File: config.mk
export PLATFORM = sky130hd
export DESIGN_NAME = adc_qseq
export DESIGN_NICKNAME = d
export VERILOG_FILES = /design/src/rtl/qseq_pkg.sv /design/src/rtl/qseq_trig.sv /design/src/rtl/qseq_stage.sv /design/src/rtl/qseq_ctrl.sv /design/src/rtl/adc_qseq.sv
export SDC_FILE = /design/constraint.sdc
export NUM_CORES = 1
export LEC_CHECK = 0
export ABC_CLOCK_PERIOD_IN_PS = 2610
export CORE_UTILIZATION = 51
export CTS_CLUSTER_DIAMETER = 120
export CTS_CLUSTER_SIZE = 14
export DETAILED_ROUTE_END_ITERATION = 10
export GPL_TIMING_DRIVEN = 0
export PLACE_DENSITY = 0.9
export SKIP_CTS_REPAIR_TIMING = 1
export SYNTH_ARGS = -nofsm -noshare
export SYNTH_HDL_FRONTEND = slang
export SYNTH_HIERARCHICAL = 1
export SYNTH_SLANG_ARGS = --single-unit
File: constraint.sdc
create_clock -name clk -period 2.61 [get_ports clk]
set_input_delay 0.522 -clock clk [delete_from_list [all_inputs] [get_ports clk]]
set_output_delay 0.522 -clock clk [all_outputs]
set_load 0.02 [all_outputs]
File: src/rtl/qseq_pkg.sv
package qseq_pkg;
  typedef enum logic [2:0] {
    ST_OFF   = 3'd0,
    ST_INIT  = 3'd1,
    ST_XFER  = 3'd2,
    ST_FINAL = 3'd3,
    ST_RES   = 3'd4
  } stage_e;

  typedef enum logic [2:0] {
    S_IDLE, S_FETCH, S_DEC, S_SAMP, S_CONV
  } seq_state_e;

  localparam logic [1:0] TM_OFF   = 2'd0;
  localparam logic [1:0] TM_SOFT  = 2'd1;
  localparam logic [1:0] TM_TIMER = 2'd2;
  localparam logic [1:0] TM_EXT   = 2'd3;
endpackage

File: src/rtl/qseq_trig.sv
module qseq_trig
  import qseq_pkg::*;
#(
  parameter int TMR_W = 16
) (
  input  logic             clk,
  input  logic             rst,
  input  logic [1:0]       mode,
  input  logic             sw_trig,
  input  logic             ext_trig,
  input  logic [TMR_W-1:0] period,
  output logic             trig
);
  logic             ext_q;
  logic [TMR_W-1:0] tcnt;
  logic             tmr_hit;

  always_comb begin
    tmr_hit = (mode == TM_TIMER) && (period != '0) && (tcnt == period - 1'b1);
  end

  always_ff @(posedge clk) begin
    if (rst) begin
      ext_q <= 1'b0;
      tcnt  <= '0;
      trig  <= 1'b0;
    end else begin
      ext_q <= ext_trig;
      if ((mode != TM_TIMER) || tmr_hit) tcnt <= '0;
      else                               tcnt <= tcnt + 1'b1;
      case (mode)
        TM_SOFT:  trig <= sw_trig;
        TM_TIMER: trig <= tmr_hit;
        TM_EXT:   trig <= ext_trig & ~ext_q;
        default:  trig <= 1'b0;
      endcase
    end
  end
endmodule

File: src/rtl/qseq_stage.sv
module qseq_stage
  import qseq_pkg::*;
#(
  parameter int INIT_CYC = 2,
  parameter int XFER_CYC = 2
) (
  input  logic       clk,
  input  logic       rst,
  input  logic       go,
  input  logic [1:0] stime,
  output stage_e     phase,
  output logic       fin
);
  localparam int CNT_W = $clog2(16 + INIT_CYC + XFER_CYC);

  logic [CNT_W-1:0] cnt;
  logic [1:0]       st_q;

  always_ff @(posedge clk) begin
    if (rst) begin
      phase <= ST_OFF;
      cnt   <= '0;
      st_q  <= '0;
      fin   <= 1'b0;
    end else begin
      fin <= 1'b0;
      if (go) begin
        phase <= ST_INIT;
        cnt   <= CNT_W'(INIT_CYC - 1);
        st_q  <= stime;
      end else begin
        case (phase)
          ST_INIT: begin
            if (cnt == '0) begin
              phase <= ST_XFER;
              cnt   <= CNT_W'(XFER_CYC - 1);
            end else cnt <= cnt - 1'b1;
          end
          ST_XFER: begin
            if (cnt == '0) begin
              phase <= ST_FINAL;
              cnt   <= (CNT_W'(2) << st_q) - CNT_W'(1);
            end else cnt <= cnt - 1'b1;
          end
          ST_FINAL: begin
            if (cnt == '0) begin
              phase <= ST_OFF;
              fin   <= 1'b1;
            end else cnt <= cnt - 1'b1;
          end
          default: phase <= ST_OFF;
        endcase
      end
    end
  end
endmodule

File: src/rtl/qseq_ctrl.sv
module qseq_ctrl
  import qseq_pkg::*;
#(
  parameter int IDX_W = 6,
  parameter int CH_W  = 6,
  parameter int RES_W = 10
) (
  input  logic               clk,
  input  logic               rst,
  input  logic               trig,
  input  logic               cont_scan,
  input  logic               single_arm,
  input  logic [IDX_W-1:0]   q2_base,
  input  logic [CH_W+2:0]    cmd_rdata,
  input  logic               stage_fin,
  input  logic               conv_done,
  input  logic [RES_W-1:0]   conv_result,
  input  logic               flag_clr,
  input  logic               pause_ie,
  input  logic               done_ie,
  output logic [IDX_W-1:0]   cmd_addr,
  output logic               res_we,
  output logic [IDX_W-1:0]   res_addr,
  output logic [RES_W-1:0]   res_data,
  output logic               conv_start,
  output logic [CH_W-1:0]    conv_chan,
  output logic               stage_go,
  output logic [1:0]         stage_code,
  output logic               in_conv,
  output logic               busy,
  output logic               pause_flag,
  output logic               done_flag,
  output logic               single_en,
  output logic               irq
);
  localparam logic [IDX_W-1:0] LAST_IDX = '1;
  localparam logic [CH_W-1:0]  END_CH   = '1;

  seq_state_e       state;
  logic [IDX_W-1:0] idx;
  logic             pause_q;

  logic [CH_W-1:0]  w_chan;
  logic             w_pause;
  logic             is_last;
  logic             accept;
  logic             sentinel;
  logic             word_done;
  logic             end_now;
  logic             pause_now;

  always_comb begin
    w_chan     = cmd_rdata[CH_W-1:0];
    w_pause    = cmd_rdata[CH_W];
    stage_code = cmd_rdata[CH_W+2:CH_W+1];
    sentinel   = (state == S_DEC) && (w_chan == END_CH);
    stage_go   = (state == S_DEC) && (w_chan != END_CH);
    is_last    = (idx == LAST_IDX) ||
                 ((q2_base != '0) && ((idx + 1'b1) == q2_base));
    accept     = (state == S_IDLE) && trig && (cont_scan || single_en);
    word_done  = (state == S_CONV) && conv_done;
    end_now    = sentinel || (word_done && is_last);
    pause_now  = word_done && !is_last && pause_q;
    busy       = (state != S_IDLE);
    in_conv    = (state == S_CONV);
  end

  always_ff @(posedge clk) begin
    if (rst) begin
      state      <= S_IDLE;
      idx        <= '0;
      pause_q    <= 1'b0;
      cmd_addr   <= '0;
      res_we     <= 1'b0;
      res_addr   <= '0;
      res_data   <= '0;
      conv_start <= 1'b0;
      conv_chan  <= '0;
      pause_flag <= 1'b0;
      done_flag  <= 1'b0;
      single_en  <= 1'b0;
      irq        <= 1'b0;
    end else begin
      res_we     <= 1'b0;
      conv_start <= 1'b0;
      case (state)
        S_IDLE: begin
          if (accept) begin
            state    <= S_FETCH;
            cmd_addr <= idx;
          end
        end
        S_FETCH: state <= S_DEC;
        S_DEC: begin
          if (sentinel) state <= S_IDLE;
          else begin
            conv_chan <= w_chan;
            pause_q   <= w_pause;
            state     <= S_SAMP;
          end
        end
        S_SAMP: begin
          if (stage_fin) begin
            conv_start <= 1'b1;
            state      <= S_CONV;
          end
        end
        S_CONV: begin
          if (conv_done) begin
            res_we   <= 1'b1;
            res_addr <= idx;
            res_data <= conv_result;
            if (is_last || pause_q) state <= S_IDLE;
            else begin
              state    <= S_FETCH;
              cmd_addr <= idx + 1'b1;
            end
          end
        end
        default: state <= S_IDLE;
      endcase

      if (end_now)        idx <= '0;
      else if (word_done) idx <= idx + 1'b1;

      done_flag  <= (done_flag & ~flag_clr) | end_now;
      pause_flag <= (pause_flag & ~flag_clr) | pause_now;

      if (single_arm)                 single_en <= 1'b1;
      else if (end_now && !cont_scan) single_en <= 1'b0;

      irq <= (pause_flag & pause_ie) | (done_flag & done_ie);
    end
  end
endmodule

File: src/rtl/adc_qseq.sv
module adc_qseq
  import qseq_pkg::*;
#(
  parameter int IDX_W    = 6,
  parameter int CH_W     = 6,
  parameter int RES_W    = 10,
  parameter int TMR_W    = 16,
  parameter int INIT_CYC = 2,
  parameter int XFER_CYC = 2
) (
  input  logic             clk,
  input  logic             rst,
  input  logic [1:0]       trig_mode,
  input  logic             cont_scan,
  input  logic             single_arm,
  input  logic             sw_trig,
  input  logic             ext_trig,
  input  logic [TMR_W-1:0] tmr_period,
  input  logic [IDX_W-1:0] q2_base,
  output logic [IDX_W-1:0] cmd_addr,
  input  logic [CH_W+2:0]  cmd_rdata,
  output logic             res_we,
  output logic [IDX_W-1:0] res_addr,
  output logic [RES_W-1:0] res_data,
  output logic             conv_start,
  output logic [CH_W-1:0]  conv_chan,
  input  logic             conv_done,
  input  logic [RES_W-1:0] conv_result,
  output logic [2:0]       stage,
  output logic             busy,
  output logic             single_en,
  output logic             pause_flag,
  output logic             done_flag,
  input  logic             flag_clr,
  input  logic             pause_ie,
  input  logic             done_ie,
  output logic             irq
);
  logic       trig;
  logic       stage_go;
  logic [1:0] stage_code;
  logic       stage_fin;
  logic       in_conv;
  stage_e     phase;

  qseq_trig #(.TMR_W(TMR_W)) u_trig (
    .clk      (clk),
    .rst      (rst),
    .mode     (trig_mode),
    .sw_trig  (sw_trig),
    .ext_trig (ext_trig),
    .period   (tmr_period),
    .trig     (trig)
  );

  qseq_stage #(.INIT_CYC(INIT_CYC), .XFER_CYC(XFER_CYC)) u_stage (
    .clk   (clk),
    .rst   (rst),
    .go    (stage_go),
    .stime (stage_code),
    .phase (phase),
    .fin   (stage_fin)
  );

  qseq_ctrl #(.IDX_W(IDX_W), .CH_W(CH_W), .RES_W(RES_W)) u_ctrl (
    .clk         (clk),
    .rst         (rst),
    .trig        (trig),
    .cont_scan   (cont_scan),
    .single_arm  (single_arm),
    .q2_base     (q2_base),
    .cmd_rdata   (cmd_rdata),
    .stage_fin   (stage_fin),
    .conv_done   (conv_done),
    .conv_result (conv_result),
    .flag_clr    (flag_clr),
    .pause_ie    (pause_ie),
    .done_ie     (done_ie),
    .cmd_addr    (cmd_addr),
    .res_we      (res_we),
    .res_addr    (res_addr),
    .res_data    (res_data),
    .conv_start  (conv_start),
    .conv_chan   (conv_chan),
    .stage_go    (stage_go),
    .stage_code  (stage_code),
    .in_conv     (in_conv),
    .busy        (busy),
    .pause_flag  (pause_flag),
    .done_flag   (done_flag),
    .single_en   (single_en),
    .irq         (irq)
  );

  always_comb begin
    stage = in_conv ? ST_RES : phase;
  end
endmodule

==> flow_summary.json <==
{
  "status": "completed",
  "worst_slew_pin_slew_ns": 0.5894,
  "synthToLayoutAreaGrowth_pct": 32.78,
  "ys_seq_area_frac": 0.3471,
  "yosys_warnings": 6,
  "gp_congestion": 0.8734,
  "die_w_um": 92.24,
  "synth_edf_count": 0,
  "crit_chain": "clkdlybuf4s50_1 > or3_4 > o311a_1 > a211o_1 > nand3_2 > nor4_4 > buf_4 > buf_12 > a2111oi_1",
  "row_count": 32,
  "syn_area_mm2": 0.004153,
  "cts_buffers": 9,
  "min_period_over_period": 0.9900,
  "timing.rr.start": "u_ctrl/state[1]$_SDFFE_PP0P_",
  "internal_power_mw": 2.126,
  "clock-sinks": 72,
  "finalSetupTns_ns": 0,
  "grt_pass1_vias": 3968,
  "routedWlPerCell_um": 16.01,
  "dp_hpwl_um": 8074,
  "period_needed_ns": 2.584,
  "grt_overflow": 0,
  "hold-path-endpoint": "u_stage/st_q[0]$_SDFFE_PP0P_",
  "r2r_slack_ns": 0.23,
  "grt_max_degree": 16,
  "pwr-share-seq": 0.405,
  "grt_use_met2": 0.4807,
  "clk-insertion-delay-late_ns": 0.35,
  "r2r_end": "u_stage/cnt[3]$_SDFFE_PP0P_",
  "antenna_found_initial": 0,
  "io_pins": 91,
  "ys_ff_latch": 72,
  "netSwitchingFraction": 0.2855,
  "hold_path_depth": 3,
  "top_usage_layer": "met2",
  "ir_worst_vdd_mv": 0.6410,
  "crit_required_ns": 2.84,
  "avgSynthCellArea_um2": 8.207,
  "final_core_util": 0.7063,
  "dieArea_mm2": 0.008507,
  "fillers": 582,
  "synthTopCellsByArea": "dfxtp_1 (35%), nand2_1 (6.7%), xnor2_1 (5.7%)",
  "grt_usage": 0.2681,
  "htreeDepth": 3,
  "final_cell_mix": "clkdlybuf4s50_1 (82), nand2_1 (73), dfxtp_1 (71)",
  "fmax_ghz": 0.3870,
  "die_h_um": 92.24,
  "use_met3": 0.05224,
  "worstSetupPathType": "in -> reg",
  "start_kind": "input port",
  "via_per_inst": 5.858,
  "path_clk_slew_ns": 0.07,
  "worst-endpoint-arrival_ns": 2.81,
  "p_per_area_mw_per_mm2": 539.7,
  "cp_slowest_cell": "clkdlybuf4s50_1",
  "yosys.area.top_type": "dfxtp_1",
  "synth.distinct_cells": 80,
  "drive_gt1_frac": 0.1197,
  "first_iter_violations": 266,
  "netlist_instances": 506,
  "slew_headroom": 0.6071,
  "setup_viol": 0,
  "p_leak_nw": 2.024,
  "worstHoldStart": "cmd_rdata[7]",
  "nNetsFinal": 667,
  "coreArea_mm2": 0.007807,
  "fin_skew_ns": 0.01340,
  "start_util": 0.5319,
  "cts_tree": "built",
  "antennaDiodeCount": 0,
  "hold_viol": 0,
  "routed_wl_um": 11400,
  "grt_first_pass_wirelength_um": 18350,
  "drv_slew": 0,
  "end_kind": "flip-flop",
  "p_comb_frac": 0.246,
  "drc": 0,
  "vias": 4171,
  "max_stage_delay_ns": 0.50,
  "synthFlopType": "dfxtp_1",
  "async_flop_share": 0,
  "p_sw_uw": 849.7,
  "port_buffers": 87,
  "reg2reg_depth": 8,
  "final_common_cell": "clkdlybuf4s50_1",
  "synthesis.nets": 568,
  "clock_path_buffers": 2,
  "yosysTopAreaCellShare": 0.3471,
  "power.share.clock": 0.349,
  "drt_pass1_iterations": 7,
  "root_buffer": "clkbuf_8",
  "min_path_type": "in -> reg",
  "crit_fanout": 5,
  "maxCapViolCount": 0,
  "drtAntennaViolNets": 0,
  "gr-usage-met1": 0.3142
}
registers in the layout, summed over array words and instances, names as in the netlist, 3 cells and up:
name	cells
u_trig/tcnt	16
u_ctrl/res_data	10
u_ctrl/cmd_addr	6
u_ctrl/conv_chan	6
u_ctrl/idx	6
u_ctrl/res_addr	6
u_stage/cnt	5
u_ctrl/state	3
routing by layer:
| metal | share of wire | vias up |
|---|---|---|
| li1 | - | 1974 |
| met1 | 0.39 | 1961 |
| met3 | 0.073 | 27 |
| met4 | 0.021 | 0 |
| met2 | 0.52 | 209 |
| met5 | 0 | - |
synthesized netlist by cell type, types with 9 or more instances:
cell / count
nand2_1: 74
dfxtp_1: 72
nor2_1: 51
a21oi_1: 43
xnor2_1: 27
clkbuf_1: 17
xor2_1: 17
inv_1: 14
nand3_1: 11
nor3_1: 11
ha_1: 9
mux2i_1: 9
o21ai_0: 9
metrics by stage:
stage | total power [mW] | instance area (um2) | instances | hold slack (ns) | worst slack [ns]
floorplan | 1.666 | 4153 | 506 | 0.4719 | 0.3536
CTS | 2.955 | 5386 | 711 | 0.4027 | -0.1949
detailed placement | 1.915 | 5151 | 695 | 0.4477 | -0.4743
global route | 3.097 | 5514 | 712 | 0.3974 | -0.006637
finish | 2.976 | 5514 | 712 | 0.4147 | 0.02603
global placement | 1.881 | 5151 | 695 | 0.4419 | -0.3958
kinds of logic after synthesis:
family,share of synthesized area
XOR/XNOR,0.09280
other,0.0009030
flip-flops,0.3471
multiplexers,0.02169
buffers and inverters,0.05755
AND/OR/NAND/NOR,0.2609
adder cells (fa/ha/maj),0.02712
AO/OA/AOI/OAI,0.1919
layout make-up:
type / instances / area [um2] / share of cell area
flip-flops and latches: 72 / 1443 / 0.2616
multi-input cells: 385 / 2554 / 0.4631
plain buffers: 33 / 185.2 / 0.03358
clock buffers: 10 / 127.6 / 0.02314
well taps: 102 / 127.6 / 0.02314
clock inverters: 6 / 107.6 / 0.01951
repair buffers: 89 / 910.9 / 0.1652
inverters: 15 / 58.81 / 0.01066
power by group through the flow:
stage          clock (mW)  sequential [mW]  combinational, mW
2_1_floorplan           0             1.24              0.431
3_3_place_gp            0             1.22              0.661
3_5_place_dp            0             1.23              0.690
4_1_cts              1.05             1.20              0.703
5_1_grt              1.10             1.21              0.786
6_report             1.04             1.21              0.732
critical path: cells and delay by family:
family | cells | cell delay, ns
compound gates | 3 | 0.96
simple gates | 3 | 0.53
buf+inv | 3 | 0.80
worst max path at each step:
stage | slack, ns | start | cells past startpoint | end
finish | 0.03 | tmr_period[8] | 9 | u_trig/tcnt[0]$_SDFF_PP0_
CTS | -0.19 | u_ctrl/state[2]$_SDFFE_PP0P_ | 5 | stage[1]
global placement | -0.40 | tmr_period[7] | 8 | u_trig/tcnt[13]$_SDFF_PP0_
detailed placement | -0.47 | tmr_period[7] | 8 | u_trig/tcnt[9]$_SDFF_PP0_
floorplan | 0.35 | tmr_period[2] | 9 | u_trig/tcnt[10]$_SDFF_PP0_
global route | -0.007 | tmr_period[8] | 9 | u_trig/tcnt[0]$_SDFF_PP0_
Power figures use the tool's default switching activity.
